<file path="src/rtl/npr_pkg.sv">
package npr_pkg;
  typedef enum logic [1:0] {
    ST_IDLE   = 2'd0,
    ST_OPEN   = 2'd1,
    ST_ACCESS = 2'd2,
    ST_RESP   = 2'd3
  } npr_state_e;
endpackage

</file>
<file path="src/rtl/npr_page_tracker.sv">
module npr_page_tracker #(
  parameter int AW = 22,
  parameter int PB = 3
) (
  input  logic          clk,
  input  logic          rst_n,
  input  logic          capture,
  input  logic          clear,
  input  logic [AW-1:0] addr_in,
  output logic          hit,
  output logic          page_open
);
  localparam int TW = AW - PB;

  logic [TW-1:0] page_q;
  logic          vld_q;

  always_ff @(posedge clk or negedge rst_n) begin
    if (!rst_n) begin
      page_q <= '0;
      vld_q  <= 1'b0;
    end else if (capture) begin
      page_q <= addr_in[AW-1:PB];
      vld_q  <= 1'b1;
    end else if (clear) begin
      vld_q  <= 1'b0;
    end
  end

  assign hit       = vld_q && (addr_in[AW-1:PB] == page_q);
  assign page_open = vld_q;

  // a cleared page is forgotten
  p_page_drop_r7: assert property (@(posedge clk) disable iff (!rst_n)
    (clear && !capture) |=> !page_open);
endmodule

</file>
<file path="src/rtl/npr_wait_timer.sv">
module npr_wait_timer #(
  parameter int RAND_WAIT = 7,
  parameter int PAGE_WAIT = 3
) (
  input  logic clk,
  input  logic rst_n,
  input  logic start,
  input  logic short_sel,
  output logic expire
);
  localparam int TMAX = (RAND_WAIT > PAGE_WAIT) ? RAND_WAIT : PAGE_WAIT;
  localparam int CW   = $clog2(TMAX + 1);
  localparam logic [CW-1:0] LONG_V  = CW'(RAND_WAIT);
  localparam logic [CW-1:0] SHORT_V = CW'(PAGE_WAIT);

  logic [CW-1:0] cnt_q;

  always_ff @(posedge clk or negedge rst_n) begin
    if (!rst_n)            cnt_q <= '0;
    else if (start)        cnt_q <= short_sel ? SHORT_V : LONG_V;
    else if (cnt_q != '0)  cnt_q <= cnt_q - 1'b1;
  end

  assign expire = (cnt_q == CW'(1));

  // a running count steps down by exactly one per cycle
  p_countdown_r3: assert property (@(posedge clk) disable iff (!rst_n)
    (cnt_q != '0 && !start) |=> (cnt_q == $past(cnt_q) - 1'b1));
endmodule

</file>
<file path="src/rtl/npr_ctrl.sv">
module npr_ctrl
  import npr_pkg::*;
#(
  parameter int IDLE_LIMIT = 8
) (
  input  logic clk,
  input  logic rst_n,
  input  logic req_valid,
  input  logic rsp_ready,
  input  logic wait_done,
  output logic req_ready,
  output logic accept,
  output logic rsp_valid,
  output logic capture_data,
  output logic page_clear,
  output logic bus_on
);
  localparam int IW = $clog2(IDLE_LIMIT + 1);
  localparam logic [IW-1:0] IDLE_LAST = IW'(IDLE_LIMIT - 1);

  npr_state_e st_q, st_d;
  logic [IW-1:0] idle_q;
  logic          bus_q;
  logic          gap_over;

  assign req_ready    = (st_q == ST_IDLE) || (st_q == ST_OPEN);
  assign accept       = req_valid && req_ready;
  assign rsp_valid    = (st_q == ST_RESP);
  assign capture_data = (st_q == ST_ACCESS) && wait_done;
  assign gap_over     = (st_q == ST_OPEN) && !accept && (idle_q == IDLE_LAST);
  assign page_clear   = gap_over;

  always_comb begin
    st_d = st_q;
    unique case (st_q)
      ST_IDLE:   if (accept) st_d = ST_ACCESS;
      ST_OPEN: begin
        if (accept)        st_d = ST_ACCESS;
        else if (gap_over) st_d = ST_IDLE;
      end
      ST_ACCESS: if (wait_done) st_d = ST_RESP;
      ST_RESP:   if (rsp_ready) st_d = ST_OPEN;
      default:   st_d = ST_IDLE;
    endcase
  end

  always_ff @(posedge clk or negedge rst_n) begin
    if (!rst_n) begin
      st_q   <= ST_IDLE;
      idle_q <= '0;
      bus_q  <= 1'b0;
    end else begin
      st_q  <= st_d;
      bus_q <= (st_d != ST_IDLE);
      if (st_d == ST_OPEN && st_q == ST_OPEN) idle_q <= idle_q + 1'b1;
      else                                     idle_q <= '0;
    end
  end

  assign bus_on = bus_q;

  // the idle count never passes its limit
  p_idle_bound_r7: assert property (@(posedge clk) disable iff (!rst_n)
    idle_q < IW'(IDLE_LIMIT));
  // no request is taken while a response is pending
  p_one_outstanding_r9: assert property (@(posedge clk) disable iff (!rst_n)
    rsp_valid |-> !req_ready);
  // the bus is enabled whenever a response is held
  p_bus_on_resp_r6: assert property (@(posedge clk) disable iff (!rst_n)
    rsp_valid |-> bus_on);
endmodule

</file>
<file path="src/rtl/nor_page_reader.sv">
module nor_page_reader #(
  parameter int AW         = 22,
  parameter int DW         = 16,
  parameter int PAGE_BITS  = 3,
  parameter int RAND_WAIT  = 7,
  parameter int PAGE_WAIT  = 3,
  parameter int IDLE_LIMIT = 8
) (
  input  logic          clk,
  input  logic          rst_n,
  input  logic          req_valid,
  output logic          req_ready,
  input  logic [AW-1:0] req_addr,
  output logic          rsp_valid,
  input  logic          rsp_ready,
  output logic [DW-1:0] rsp_data,
  output logic          fl_ce_n,
  output logic          fl_oe_n,
  output logic          fl_we_n,
  output logic [AW-1:0] fl_addr,
  input  logic [DW-1:0] fl_dq
);
  logic          accept, capture_data, page_clear, bus_on;
  logic          hit, page_open, wait_done;
  logic [AW-1:0] addr_q;
  logic [DW-1:0] data_q;

  npr_ctrl #(.IDLE_LIMIT(IDLE_LIMIT)) u_ctrl (
    .clk(clk), .rst_n(rst_n),
    .req_valid(req_valid), .rsp_ready(rsp_ready), .wait_done(wait_done),
    .req_ready(req_ready), .accept(accept), .rsp_valid(rsp_valid),
    .capture_data(capture_data), .page_clear(page_clear), .bus_on(bus_on)
  );

  npr_page_tracker #(.AW(AW), .PB(PAGE_BITS)) u_page (
    .clk(clk), .rst_n(rst_n),
    .capture(accept), .clear(page_clear), .addr_in(req_addr),
    .hit(hit), .page_open(page_open)
  );

  npr_wait_timer #(.RAND_WAIT(RAND_WAIT), .PAGE_WAIT(PAGE_WAIT)) u_timer (
    .clk(clk), .rst_n(rst_n),
    .start(accept), .short_sel(hit), .expire(wait_done)
  );

  always_ff @(posedge clk or negedge rst_n) begin
    if (!rst_n) begin
      addr_q <= '0;
      data_q <= '0;
    end else begin
      if (accept)       addr_q <= req_addr;
      if (capture_data) data_q <= fl_dq;
    end
  end

  assign fl_addr  = addr_q;
  assign fl_ce_n  = !bus_on;
  assign fl_oe_n  = !bus_on;
  assign fl_we_n  = 1'b1;
  assign rsp_data = data_q;

  // a held response does not move
  p_rsp_hold_r8: assert property (@(posedge clk) disable iff (!rst_n)
    (rsp_valid && !rsp_ready) |=> (rsp_valid && $stable(rsp_data)));
  // the address changes only on a request transfer
  p_addr_stable_r6: assert property (@(posedge clk) disable iff (!rst_n)
    !accept |=> $stable(fl_addr));
  // a page hit keeps the upper address bits
  p_page_upper_r10: assert property (@(posedge clk) disable iff (!rst_n)
    (accept && hit) |=> (fl_addr[AW-1:PAGE_BITS] == $past(fl_addr[AW-1:PAGE_BITS])));
  // a hit needs an open page with the bus enabled
  p_hit_open_r4: assert property (@(posedge clk) disable iff (!rst_n)
    hit |-> (page_open && bus_on));
endmodule

</file>
<file path="config.mk">
export PLATFORM = sky130hd
export DESIGN_NAME = nor_page_reader
export DESIGN_NICKNAME = d
export VERILOG_FILES = /design/src/rtl/npr_pkg.sv /design/src/rtl/npr_page_tracker.sv /design/src/rtl/npr_wait_timer.sv /design/src/rtl/npr_ctrl.sv /design/src/rtl/nor_page_reader.sv
export SDC_FILE = /design/constraint.sdc
export NUM_CORES = 1
export LEC_CHECK = 0
export BUFFER_PORTS_ARGS = -buffer_cell sky130_fd_sc_hd__buf_4
export CAP_MARGIN = 10
export CORE_UTILIZATION = 35
export DETAILED_ROUTE_END_ITERATION = 8
export HOLD_SLACK_MARGIN = 0.05
export PLACE_DENSITY = 0.61
export SYNTH_ARGS = -nofsm -noshare
export SYNTH_HDL_FRONTEND = slang
export SYNTH_SLANG_ARGS = --single-unit
</file>
<file path="constraint.sdc">
create_clock -name clk -period 2.95 [get_ports clk]
set_clock_uncertainty 0.05 [all_clocks]
set_input_delay 0.59 -clock clk [delete_from_list [all_inputs] [get_ports clk]]
set_output_delay 0.59 -clock clk [all_outputs]
set_load 0.005 [all_outputs]
</file>
==> key figures, run 1 <==
Clock network
  • Hold buffer count at cts: 0
  • Post-CTS setup buffers: 0
  • Number of buffers created by CTS: 5
  • CTS tree: done
  • Worst-path clk slew: approximately 0.090 ns
  • CTS resizes: 0
  • Clock tree buffer depth: 2
  • Clock Sinks: 49
  • Clock Tree Root: clkbuf_8
  • Later-pin clock latency in the skew report: about 0.3 ns
  • H-tree levels: 2

Floorplanning
  • Die H: ~81 um
  • Die W: approximately 80 um
  • Starting Density: between 30% and 40%
  • Die ar.: between 0.006 and 0.007 mm^2
  • Core area: just under 0.006 mm^2
  • I/O pin total: 85
  • Cell Rows: 28

Finish
  • FF/Latch Area: approximately 0.0012 mm^2
  • Filler cell count: about 550
  • Share of cells above drive strength 1: roughly 55%
  • Area of the multi-input gates: approximately 870 um^2
  • Commonest non-fill, non-tap cell in the layout: buf_4
  • Area delta synth->final: 35.4%
  • Design Area, Final: just under 0.003 mm^2
  • Nets: ~290
  • Most frequent cells in the layout: buf_4 (84), dfrtp_1 (49), mux2_2 (38), xnor2_1 (18), nor2_1 (6)
  • Ant. Diodes: 0

Power and ir drop
  • P_sw: around 0.00085 W
  • Comb pwr share: a little over two fifths
  • Seq pwr share: between 40% and 50%
  • Sw frac: between 30% and 40%
  • Clock power share: a little over an eighth
  • Worst VDD drop: between 0.0004 and 0.0005 V
  • Static leakage: about 1.4 nW
  • Internal power: just under 0.002 W
  • Power per Cell Area: 951 mW/mm^2

Timing
  • Worst slew pin tran: 0.612 ns
  • Post-route setup slack: ~1.2 ns
  • Period Utilization, post-route: between 60% and 70%
  • Fin. max-slew vios: 0
  • RSZ-0062 raised after global routing: no
  • Max transition margin: around three fifths
  • Hold Fails Final Rpt: 0
  • Post-Route Hold Slack: 0.255 ns
  • Tmin final: 1.79 ns
  • TNS Setup: 0 ns
  • Fmax: approximately 560 MHz
  • Final setup fails: 0

Global routing
  • GRT Total Usage: between 10 and 15%
  • Initial antenna violation count: 0
  • Largest net degree at the start of global routing: 50
  • First-pass GRT wire length: between 6000 and 7000 um
  • Gr ovfl total: 0
  • Vias in the first global route: approximately 1500

Critical path
  • Req. time, crit path: around 3 ns
  • Worst-path cell chain: and2b_2 -> nand3_1 -> nor4_1 -> a21oi_1
  • Critical path's slowest cell: and2b_2
  • Crit path largest cell delay: between 0.6 and 0.7 ns
  • Peak fanout along the critical path: 27
  • CP endpoint kind: flop
  • Critical path launch point type: flop
  • Setup Crit Path Kind: reg2reg
  • Crit path DAT: approximately 1.9 ns

Detailed routing
  • Vias/cell: ~4.6
  • Drt wl/cell: 12.8 um
  • DR iter-0 viols: 27
  • Final WL: ~4000 um
  • # DRC: 0
  • Via count: approximately 1400
  • Drt first pass iters: 4
  • Post-route ant nets: 0

Synthesis
  • Flops & latches, synth: 49
  • Cell Area, Synth: 0.00216 mm^2
  • Syn_area_per_cell: 13.8 um^2
  • Count of cell types in the netlist: 29
  • Syn nets: roughly 200
  • Fraction of registers with async set/reset: between 90% and 100%
  • Yosys warns: 0
  • Sequential element share of the synthesized area: 56.7%
  • Number of flops mapped to enable cells by yosys: 0
  • Primary FF master, synth: dfrtp_1
  • Mapped Cells: about 160

Run status
  • Status: completed

Place
  • DP Worst Slack: around 0.95 ns
  • I/O Buffers: slightly above 80
  • Cell Area, Placed: ~0.0028 mm^2
  • Dpl hpwl: 2960 um
  • Final Wtd Congestion: about 0.66

Worst hold path
  • Hold crit path type: in2async

Job
  • Max Cap Viol: 0
-- Yosys cell counts, drive strengths merged, types with 2 or more instances --
master / instances / area [um^2]
mux2: 38 / 428
nand3: 3 / 15.0
dfrtp: 49 / 1230
buf: 6 / 41.3
nor2: 6 / 22.5
xor2: 4 / 35.0
ha: 4 / 50.1
inv: 6 / 22.5
nand2: 2 / 7.51
xnor2: 18 / 158
a21oi: 3 / 15.0
nand4: 4 / 25.0
-- power groups by stage --
stage	Sequential (W)	Combinational [W]	Clock, W
after floorplan	0.00122	0.000623	0
after global placement	0.00122	0.00120	0
after detailed placement	0.00123	0.00121	0
after CTS	0.00122	0.00122	0.000395
after global routing	0.00126	0.00132	0.000421
final	0.00121	0.00119	0.000377
-- cell type report --
cell class | instances | share of cell area [%]
sequential | 49 | 41.9
multi-input combinational | 96 | 29.8
timing repair buffer | 84 | 21.5
clock inverter | 2 | 0.342
inverter | 6 | 0.770
clock buffer | 6 | 2.48
tap | 75 | 3.21
-- cell families after synthesis --
family	count (synthesis)	synth area share, %
flip-flops	49	56.7
multiplexers	38	19.8
AND/OR/NAND/NOR	25	7.24
XOR/XNOR	22	8.92
buffers and inverters	12	2.95
AO/OA/AOI/OAI	6	1.85
adder cells (fa/ha/maj)	4	2.32
other	1	0.174
-- layer usage --
layer / wire length (um) / track usage (%) / vias up
met3: 375 / 6.14 / 7
met5: 0 / 0 / -
met4: 29 / 3.75 / 0
met2: 1960 / 23.2 / 61
met1: 1710 / 15.7 / 683
li1: - / - / 698
-- sequential cells by signal (all words and copies together) (netlist names) --
register,count
u_ctrl.bus_on,1
fl_addr,22
u_timer.cnt_q,3
rsp_data,16
u_page.page_open,1
u_ctrl.st_q,2
u_ctrl.idle_q,4
-- metrics by stage --
step                      power (W)  util [%]  std cells
after detailed placement    0.00244      48.0        310
final                       0.00278      49.4        318
after CTS                   0.00283      49.4        318
after global placement      0.00242      48.0        310
after floorplan             0.00184         -        157
after global routing        0.00300      49.4        318
-- critical path, delay by kind of cell (launching register included) --
family           cells  cell delay [ns]
AND/OR/NAND/NOR      3             1.09
flip-flops           1             0.43
AO/OA/AOI/OAI        1             0.10
-- worst paths after layout --
check,from,end,slack (ns),cells after the start
setup / recovery,u_ctrl.st_q[1]$_DFF_PN0_,u_timer.cnt_q[2]$_DFFE_PN0P_,1.16,4
hold / removal,rst_n,rsp_data[0]$_DFFE_PN0P_,0.25,1
setup reg to reg,u_ctrl.st_q[1]$_DFF_PN0_,u_timer.cnt_q[2]$_DFFE_PN0P_,1.16,4
hold reg to reg,u_ctrl.idle_q[0]$_DFF_PN0_,u_ctrl.idle_q[0]$_DFF_PN0_,0.41,1
max in group asynchronous,rst_n,u_ctrl.idle_q[2]$_DFF_PN0_,2.18,1
min in group clk,rsp_ready,u_ctrl.st_q[1]$_DFF_PN0_,0.40,2
(Power assumes the default switching activity.)
==> run 2: changes to the inputs <==
--- a/config.mk
+++ b/config.mk
@@ -5,12 +5,13 @@
 export SDC_FILE = /design/constraint.sdc
 export NUM_CORES = 1
 export LEC_CHECK = 0
+export ABC_AREA = 1
 export BUFFER_PORTS_ARGS = -buffer_cell sky130_fd_sc_hd__buf_4
 export CAP_MARGIN = 10
 export CORE_UTILIZATION = 35
 export DETAILED_ROUTE_END_ITERATION = 8
 export HOLD_SLACK_MARGIN = 0.05
-export PLACE_DENSITY = 0.61
+export PLACE_DENSITY = 0.62
 export SYNTH_ARGS = -nofsm -noshare
 export SYNTH_HDL_FRONTEND = slang
 export SYNTH_SLANG_ARGS = --single-unit
==> constraint.sdc (replaced) <==
create_clock -name clk -period 1.53 [get_ports clk]
set_clock_uncertainty 0.05 [all_clocks]
set_input_delay 0.306 -clock clk [delete_from_list [all_inputs] [get_ports clk]]
set_output_delay 0.306 -clock clk [all_outputs]
set_load 0.005 [all_outputs]
==> run 2 against run 1 <==
Effect of this change:
- synthesized cell count is 95% higher
- clock power is 93% higher
- global-route usage is 0.38 points higher
- critical path depth is 3 higher
- fmax is 30% higher
- core utilization is 0.57 points lower
- non-clock buffer count is 4 higher
- die area is 8.1% higher
- largest cell class unchanged
- largest power group unchanged
==> key figures, run 2 <==
Synthesis
  • Cell Area, Synth: approximately 0.0023 mm^2
  • Primary FF master, synth: dfrtp_1
  • Flops & latches, synth: 49
  • Syn nets: 352
  • Area share of the largest cell type after synthesis: between 50% and 60%
  • Sequential element share of the synthesized area: between 50% and 60%
  • Post-synthesis adder-cell area fraction: between 2 and 2.5%
  • Yosys warns: 0
  • Area leader, netlist: dfrtp_1
  • Syn_area_per_cell: 7.65 um^2
  • Count of cell types in the netlist: 23
  • Number of flops mapped to enable cells by yosys: 0
  • Simple-gate area share of the yosys netlist: between 20 and 30%
  • Synth top area cells: dfrtp_1 (52%), nand2_1 (22%), inv_1 (7.5%)
  • Synth top cells by count: nand2_1 (138), dfrtp_1 (49), inv_1 (47)
  • Fraction of registers with async set/reset: 100%
  • Mapped Cells: slightly above 300
  • Post-Synth XOR/XNOR Area: under 10%
  • Post-synthesis mux area share: 0%
  • Main combinational cell family by area after synthesis: simple AND/OR/NAND/NOR gates
  • Most numerous cell in the Yosys netlist: nand2_1
  • Synth Area in Compound Gates: under 10%

Finish
  • Design Area, Final: 0.00312 mm^2
  • Nets: roughly 440
  • Final Non-Filler Cells: about 470
  • Ant. Diodes: 0
  • Share of cells above drive strength 1: between 20% and 30%
  • Most frequent cells in the layout: nand2_1 (138), buf_4 (87), dfrtp_1 (49), inv_1 (47), o21ai_0 (21)
  • Commonest non-fill, non-tap cell in the layout: nand2_1
  • Max reg flops: 22
  • Area delta synth->final: 33.3%

Timing
  • Fmax: just over 700 MHz
  • Max transition margin: about three fifths
  • Hold Fails Final Rpt: 0
  • Fin. max-slew vios: 0
  • TNS Setup: 0 ns
  • Tmin final: ~1.4 ns
  • Period Utilization, post-route: between 90% and 100%
  • Worst slew pin tran: approximately 0.63 ns
  • Final setup fails: 0
  • RSZ-0062 raised after global routing: no

Detailed routing
  • DR iter-0 viols: around 110
  • Drt first pass iters: 5
  • Drt wl/cell: around 10 um
  • Via count: 2066
  • # DRC: 0
  • Final WL: between 4000 and 5000 um
  • Vias/cell: roughly 4.4
  • Post-route ant nets: 0

Critical path
  • Buf+Inv Stages, Crit Path: 2
  • Crit path DAT: between 1.5 and 2 ns
  • Family with the most delay on the worst path: simple AND/OR/NAND/NOR gates
  • Setup Crit Path Kind: reg2reg
  • Cell mode on critical path: nand2_1
  • Req. time, crit path: around 1.7 ns
  • Critical path launch point type: flop
  • Peak fanout along the critical path: 10
  • Crit path largest cell delay: between 0.3 and 0.4 ns
  • CP endpoint kind: flop
  • Critical path's slowest cell: dfrtp_1
  • Worst-path cell chain: inv_1 -> ha_1 -> nand2_2 -> nor3_4 -> buf_4 -> nand2_1 -> nand2_1

Clock network
  • Number of buffers created by CTS: 5
  • Clock Tree Root: clkbuf_8
  • Worst-path clk slew: ~0.090 ns
  • CTS resizes: 0
  • Clock tree buffer depth: 2
  • H-tree levels: 2
  • Later-pin clock latency in the skew report: approximately 0.3 ns
  • CTS tree: done
  • Clock Sinks: between 40 and 50

Place
  • I/O Buffers: 83
  • Cell Area, Placed: 0.00303 mm^2
  • Placed Instances: approximately 460
  • Final Wtd Congestion: approximately 0.75
  • Dpl hpwl: approximately 3600 um

Floorplanning
  • Cell Rows: 29
  • Die W: approximately 84 um
  • I/O pin total: 85
  • Starting Density: about 37%
  • Die H: between 80 and 90 um
  • Die ar.: between 0.007 and 0.008 mm^2
  • Core area: 0.00639 mm^2

Power and ir drop
  • Power per Cell Area: between 1500 and 2000 mW/mm^2
  • P_sw: around 0.0019 W
  • Internal power: roughly 0.0033 W
  • Static leakage: roughly 1.8 nW
  • Seq pwr share: between 40 and 50%
  • Sw frac: 36.0%
  • Worst VDD drop: 0.000734 V
  • Comb pwr share: roughly 42%
  • Clock power share: 14.0%
  • Power Total: roughly 0.0052 W

Job
  • Max Cap Viol: 0

Global routing
  • Gr ovfl total: 0
  • First-pass GRT wire length: about 8000 um
  • GRT Total Usage: 14.2%
  • Vias in the first global route: around 1800
  • Initial antenna violation count: 0
  • Largest net degree at the start of global routing: 50

Run status
  • Status: completed

Worst hold path
  • Hold crit path type: in2reg
[run 2: changes by cell type after synthesis, sizes merged, moves of 2 or more]
cell   before  now
nor2        6   16
buf         6    8
xnor2      18    3
mux2       38    0
xor2        4    1
o21ai       0   21
nand2       2  139
inv         6   50
[run 2: metal layers]
metal  track usage (%)  wire length (um)
met2              23.3              2350
met3              3.96               267
met5                 0                 0
met4              4.16                44
met1              18.2              2170
[run 2: kinds of logic after synthesis]
family                   Yosys count
other                              1
AO/OA/AOI/OAI                     24
AND/OR/NAND/NOR                  165
XOR/XNOR                           4
adder cells (fa/ha/maj)            4
flip-flops                        49
buffers and inverters             59
[run 2: stage by stage]
step           hold slack [ns]  setup slack [ns]  utilization [%]
3_3_place_gp             0.329             0.181             47.4
4_1_cts                  0.140             0.122             48.9
5_1_grt                  0.143           0.00741             48.9
2_1_floorplan          -0.0396             0.117                -
6_report                 0.148             0.150             48.9
3_5_place_dp             0.325             0.151             47.4
[run 2: power groups by stage]
stage          Clock [W]  Sequential, W  Combinational [W]
2_1_floorplan          0        0.00230            0.00110
3_3_place_gp           0        0.00230            0.00220
3_5_place_dp           0        0.00231            0.00225
4_1_cts         0.000772        0.00230            0.00226
5_1_grt         0.000812        0.00239            0.00253
6_report        0.000729        0.00229            0.00221
[run 2: final timing paths]
| check | slack (ns) | cells past startpoint | from | endpoint |
|---|---|---|---|---|
| min in group asynchronous | 0.51 | 2 | rst_n | fl_addr[16]$_DFFE_PN0P_ |
| worst max-delay path | 0.15 | 7 | u_timer.cnt_q[1]$_DFFE_PN0P_ | rsp_data[9]$_DFFE_PN0P_ |
| worst min register to register | 0.42 | 1 | u_ctrl.idle_q[0]$_DFF_PN0_ | u_ctrl.idle_q[0]$_DFF_PN0_ |
| worst min-delay path | 0.15 | 3 | req_addr[0] | fl_addr[0]$_DFFE_PN0P_ |
| max in group asynchronous | 0.49 | 2 | rst_n | fl_addr[17]$_DFFE_PN0P_ |
| worst max register to register | 0.15 | 7 | u_timer.cnt_q[1]$_DFFE_PN0P_ | rsp_data[9]$_DFFE_PN0P_ |
[run 2: worst min-delay path, stage by stage]
cell	delay (ns)
buf_4	0.07
nand2_1	0.04
nand2_1	0.05
[run 2: cell type report]
| type | instances | area, um^2 |
|---|---|---|
| clock buffer | 6 | 72.6 |
| multi-input combinational | 198 | 863 |
| fill | 631 | 3270 |
| inverter | 50 | 190 |
| sequential | 49 | 1230 |
| tap | 77 | 96.3 |
| clock inverter | 1 | 8.76 |
| timing repair buffer | 88 | 663 |
[run 2: timing repair]
| action | 4_1_cts | 5_1_grt |
|---|---|---|
| hold endpoints to repair | 49 | 0 |
| hold buffers | 1 | 0 |
| buffers inserted | 0 | 0 |
==> run 3: changes to the inputs <==
--- a/config.mk
+++ b/config.mk
@@ -8,10 +8,12 @@
 export ABC_AREA = 1
 export BUFFER_PORTS_ARGS = -buffer_cell sky130_fd_sc_hd__buf_4
 export CAP_MARGIN = 10
-export CORE_UTILIZATION = 35
+export CELL_PAD_IN_SITES_DETAIL_PLACEMENT = 2
+export CELL_PAD_IN_SITES_GLOBAL_PLACEMENT = 2
+export CORE_UTILIZATION = 24
 export DETAILED_ROUTE_END_ITERATION = 8
 export HOLD_SLACK_MARGIN = 0.05
-export PLACE_DENSITY = 0.62
+export PLACE_DENSITY = 0.75
 export SYNTH_ARGS = -nofsm -noshare
 export SYNTH_HDL_FRONTEND = slang
 export SYNTH_SLANG_ARGS = --single-unit
==> run 3 against run 2 <==
Effect of this change:
- first-iteration DRC count is 33% lower
- cell area is 4.9% higher
- worst hold slack worse by 0.0040 ns
- total power is 7.7% higher
- die area is 45% higher
- critical path depth stayed put
- register-to-register slack hardly changed
- largest cell class unchanged
==> key figures, run 3 (synthesis results as in run 2) <==
Finish
  • Most frequent cells in the layout: nand2_1 (138), buf_4 (89), dfrtp_1 (49), inv_1 (47), o21ai_0 (21)
  • Ant. Diodes: 0
  • Max reg flops: 22
  • Nets: between 400 and 500
  • Share of cells above drive strength 1: a little over a quarter
  • Commonest non-fill, non-tap cell in the layout: nand2_1
  • Area delta synth->final: 39.9%
  • Design Area, Final: 0.00327 mm^2
  • Filler cell count: 1109
  • Util after Layout: around a third

Power and ir drop
  • Comb pwr share: 41.9%
  • Clock power share: between 15 and 20%
  • Static leakage: 1.83 nW
  • Power Total: about 0.0056 W
  • Internal power: between 0.003 and 0.004 W
  • P_sw: between 0.002 and 0.0025 W
  • Seq pwr share: 40.9%
  • Sw frac: between 30% and 40%
  • Worst VDD drop: between 0.0004 and 0.0005 V
  • Power per Cell Area: 1720 mW/mm^2

Floorplanning
  • Die H: approximately 100 um
  • Die W: ~100 um
  • Cell Rows: 35
  • Die ar.: 0.0102 mm^2
  • Starting Density: between 20% and 30%
  • I/O pin total: between 80 and 90
  • Core area: about 0.0093 mm^2

Timing
  • Final setup fails: 0
  • Fmax: roughly 730 MHz
  • Period Utilization, post-route: between 80% and 90%
  • RSZ-0062 raised after global routing: no
  • Tmin final: ~1.4 ns
  • Hold Fails Final Rpt: 0
  • TNS Setup: 0 ns
  • Fin. max-slew vios: 0

Critical path
  • Critical path launch point type: flop
  • CP Launch Point: u_timer.cnt_q[1]$_DFFE_PN0P_
  • Crit path DAT: around 1.6 ns
  • FF-to-FF End: rsp_data[8]$_DFFE_PN0P_
  • Worst Reg-to-Reg Cells: 7
  • Req. time, crit path: between 1.5 and 2 ns
  • Peak fanout along the critical path: 10
  • Setup crit end: rsp_data[8]$_DFFE_PN0P_
  • R2R setup slack: between 0.15 and 0.2 ns
  • RR Startpoint: u_timer.cnt_q[1]$_DFFE_PN0P_
  • Setup Crit Path Kind: reg2reg
  • CP endpoint kind: flop

Clock network
  • Number of buffers created by CTS: 5
  • Worst-path clk slew: approximately 0.10 ns
  • Clock Sinks: between 40 and 50
  • Clock Tree Root: clkbuf_8
  • Post-CTS setup buffers: 0
  • Hold buffer count at cts: 1
  • H-tree levels: 2
  • CTS tree: done
  • CTS resizes: 0
  • Later-pin clock latency in the skew report: 0.30 ns
  • Clock tree buffer depth: 2

Detailed routing
  • Via count: 2187
  • # DRC: 0
  • DR iter-0 viols: 72
  • Drt wl/cell: about 12 um
  • Drt first pass iters: 4
  • Final WL: about 6600 um
  • Vias/cell: slightly above 4
  • Post-route ant nets: 0

Job
  • Max Cap Viol: 0

Place
  • Final Wtd Congestion: about 0.66
  • Cell Area, Placed: ~0.0031 mm^2
  • Dpl hpwl: about 5200 um
  • I/O Buffers: 83

Global routing
  • First-pass GRT wire length: ~11000 um
  • GRT Total Usage: a little over an eighth
  • Gr ovfl total: 0
  • Vias in the first global route: between 2000 and 2500
  • Largest net degree at the start of global routing: 40
  • Initial antenna violation count: 0

Run status
  • Status: completed

Worst hold path
  • Hold path depth: 3
  • Hold crit path type: in2reg
## run 3: cell types whose count changed in the layout (fill, tap and decap cells not counted)
cell        previous run  this run
buf_12                 0         2
clkbuf_1               1         0
buf_4                 87        89
bufinv_16              0         1
clkinvlp_4             0         1
## run 3: area by class of cell
cell class | instances | area [um^2] | area share [%]
Tap cell | 129 | 161 | 4.93
Timing Repair Buffer | 92 | 718 | 21.9
Inverter | 50 | 190 | 5.81
Clock inverter | 3 | 46.3 | 1.41
Clock buffer | 5 | 68.8 | 2.10
Sequential cell | 49 | 1230 | 37.4
Multi-Input combinational cell | 198 | 863 | 26.4
## run 3: per-stage QoR
step	setup WS (ns)	hold WS [ns]	std cells
2_1_floorplan	0.117	-0.0396	306
3_3_place_gp	0.224	0.226	517
4_1_cts	0.122	0.135	526
5_1_grt	0.0205	0.133	526
6_report	0.160	0.144	526
3_5_place_dp	0.155	0.222	517
## run 3: power by group through the flow
stage / clock (W) / combinational (W) / sequential [W]
2_1_floorplan: 0 / 0.00110 / 0.00230
3_3_place_gp: 0 / 0.00230 / 0.00231
3_5_place_dp: 0 / 0.00243 / 0.00234
4_1_cts: 0.00101 / 0.00245 / 0.00232
5_1_grt: 0.00106 / 0.00269 / 0.00239
6_report: 0.000964 / 0.00236 / 0.00230
## run 3: worst max-delay path, cell delays in order, from the launching register on
cell and delay (ns):
dfrtp_1 0.40, inv_1 0.11, ha_1 0.17, nand2_2 0.07, nor3_4 0.19, buf_4 0.21
nand2_1 0.06, nand2_1 0.06
## run 3: worst min-delay path by stage
| stage | startpoint | end | slack [ns] |
|---|---|---|---|
| finish | req_addr[1] | fl_addr[1]$_DFFE_PN0P_ | 0.14 |
| floorplan | rst_n | fl_addr[0]$_DFFE_PN0P_ | -0.04 |
| detailed placement | rst_n | fl_addr[13]$_DFFE_PN0P_ | 0.22 |
| CTS | req_addr[1] | fl_addr[1]$_DFFE_PN0P_ | 0.14 |
| global route | fl_dq[0] | rsp_data[0]$_DFFE_PN0P_ | 0.13 |
| global placement | rst_n | fl_addr[13]$_DFFE_PN0P_ | 0.23 |
## run 3: layer usage
metal	vias to the layer above	routed length, um	GRT usage (%)
met4	0	47	4.35
met5	-	0	0
met2	47	3380	25.1
li1	1084	-	-
met3	2	281	2.08
met1	1054	2860	15.9
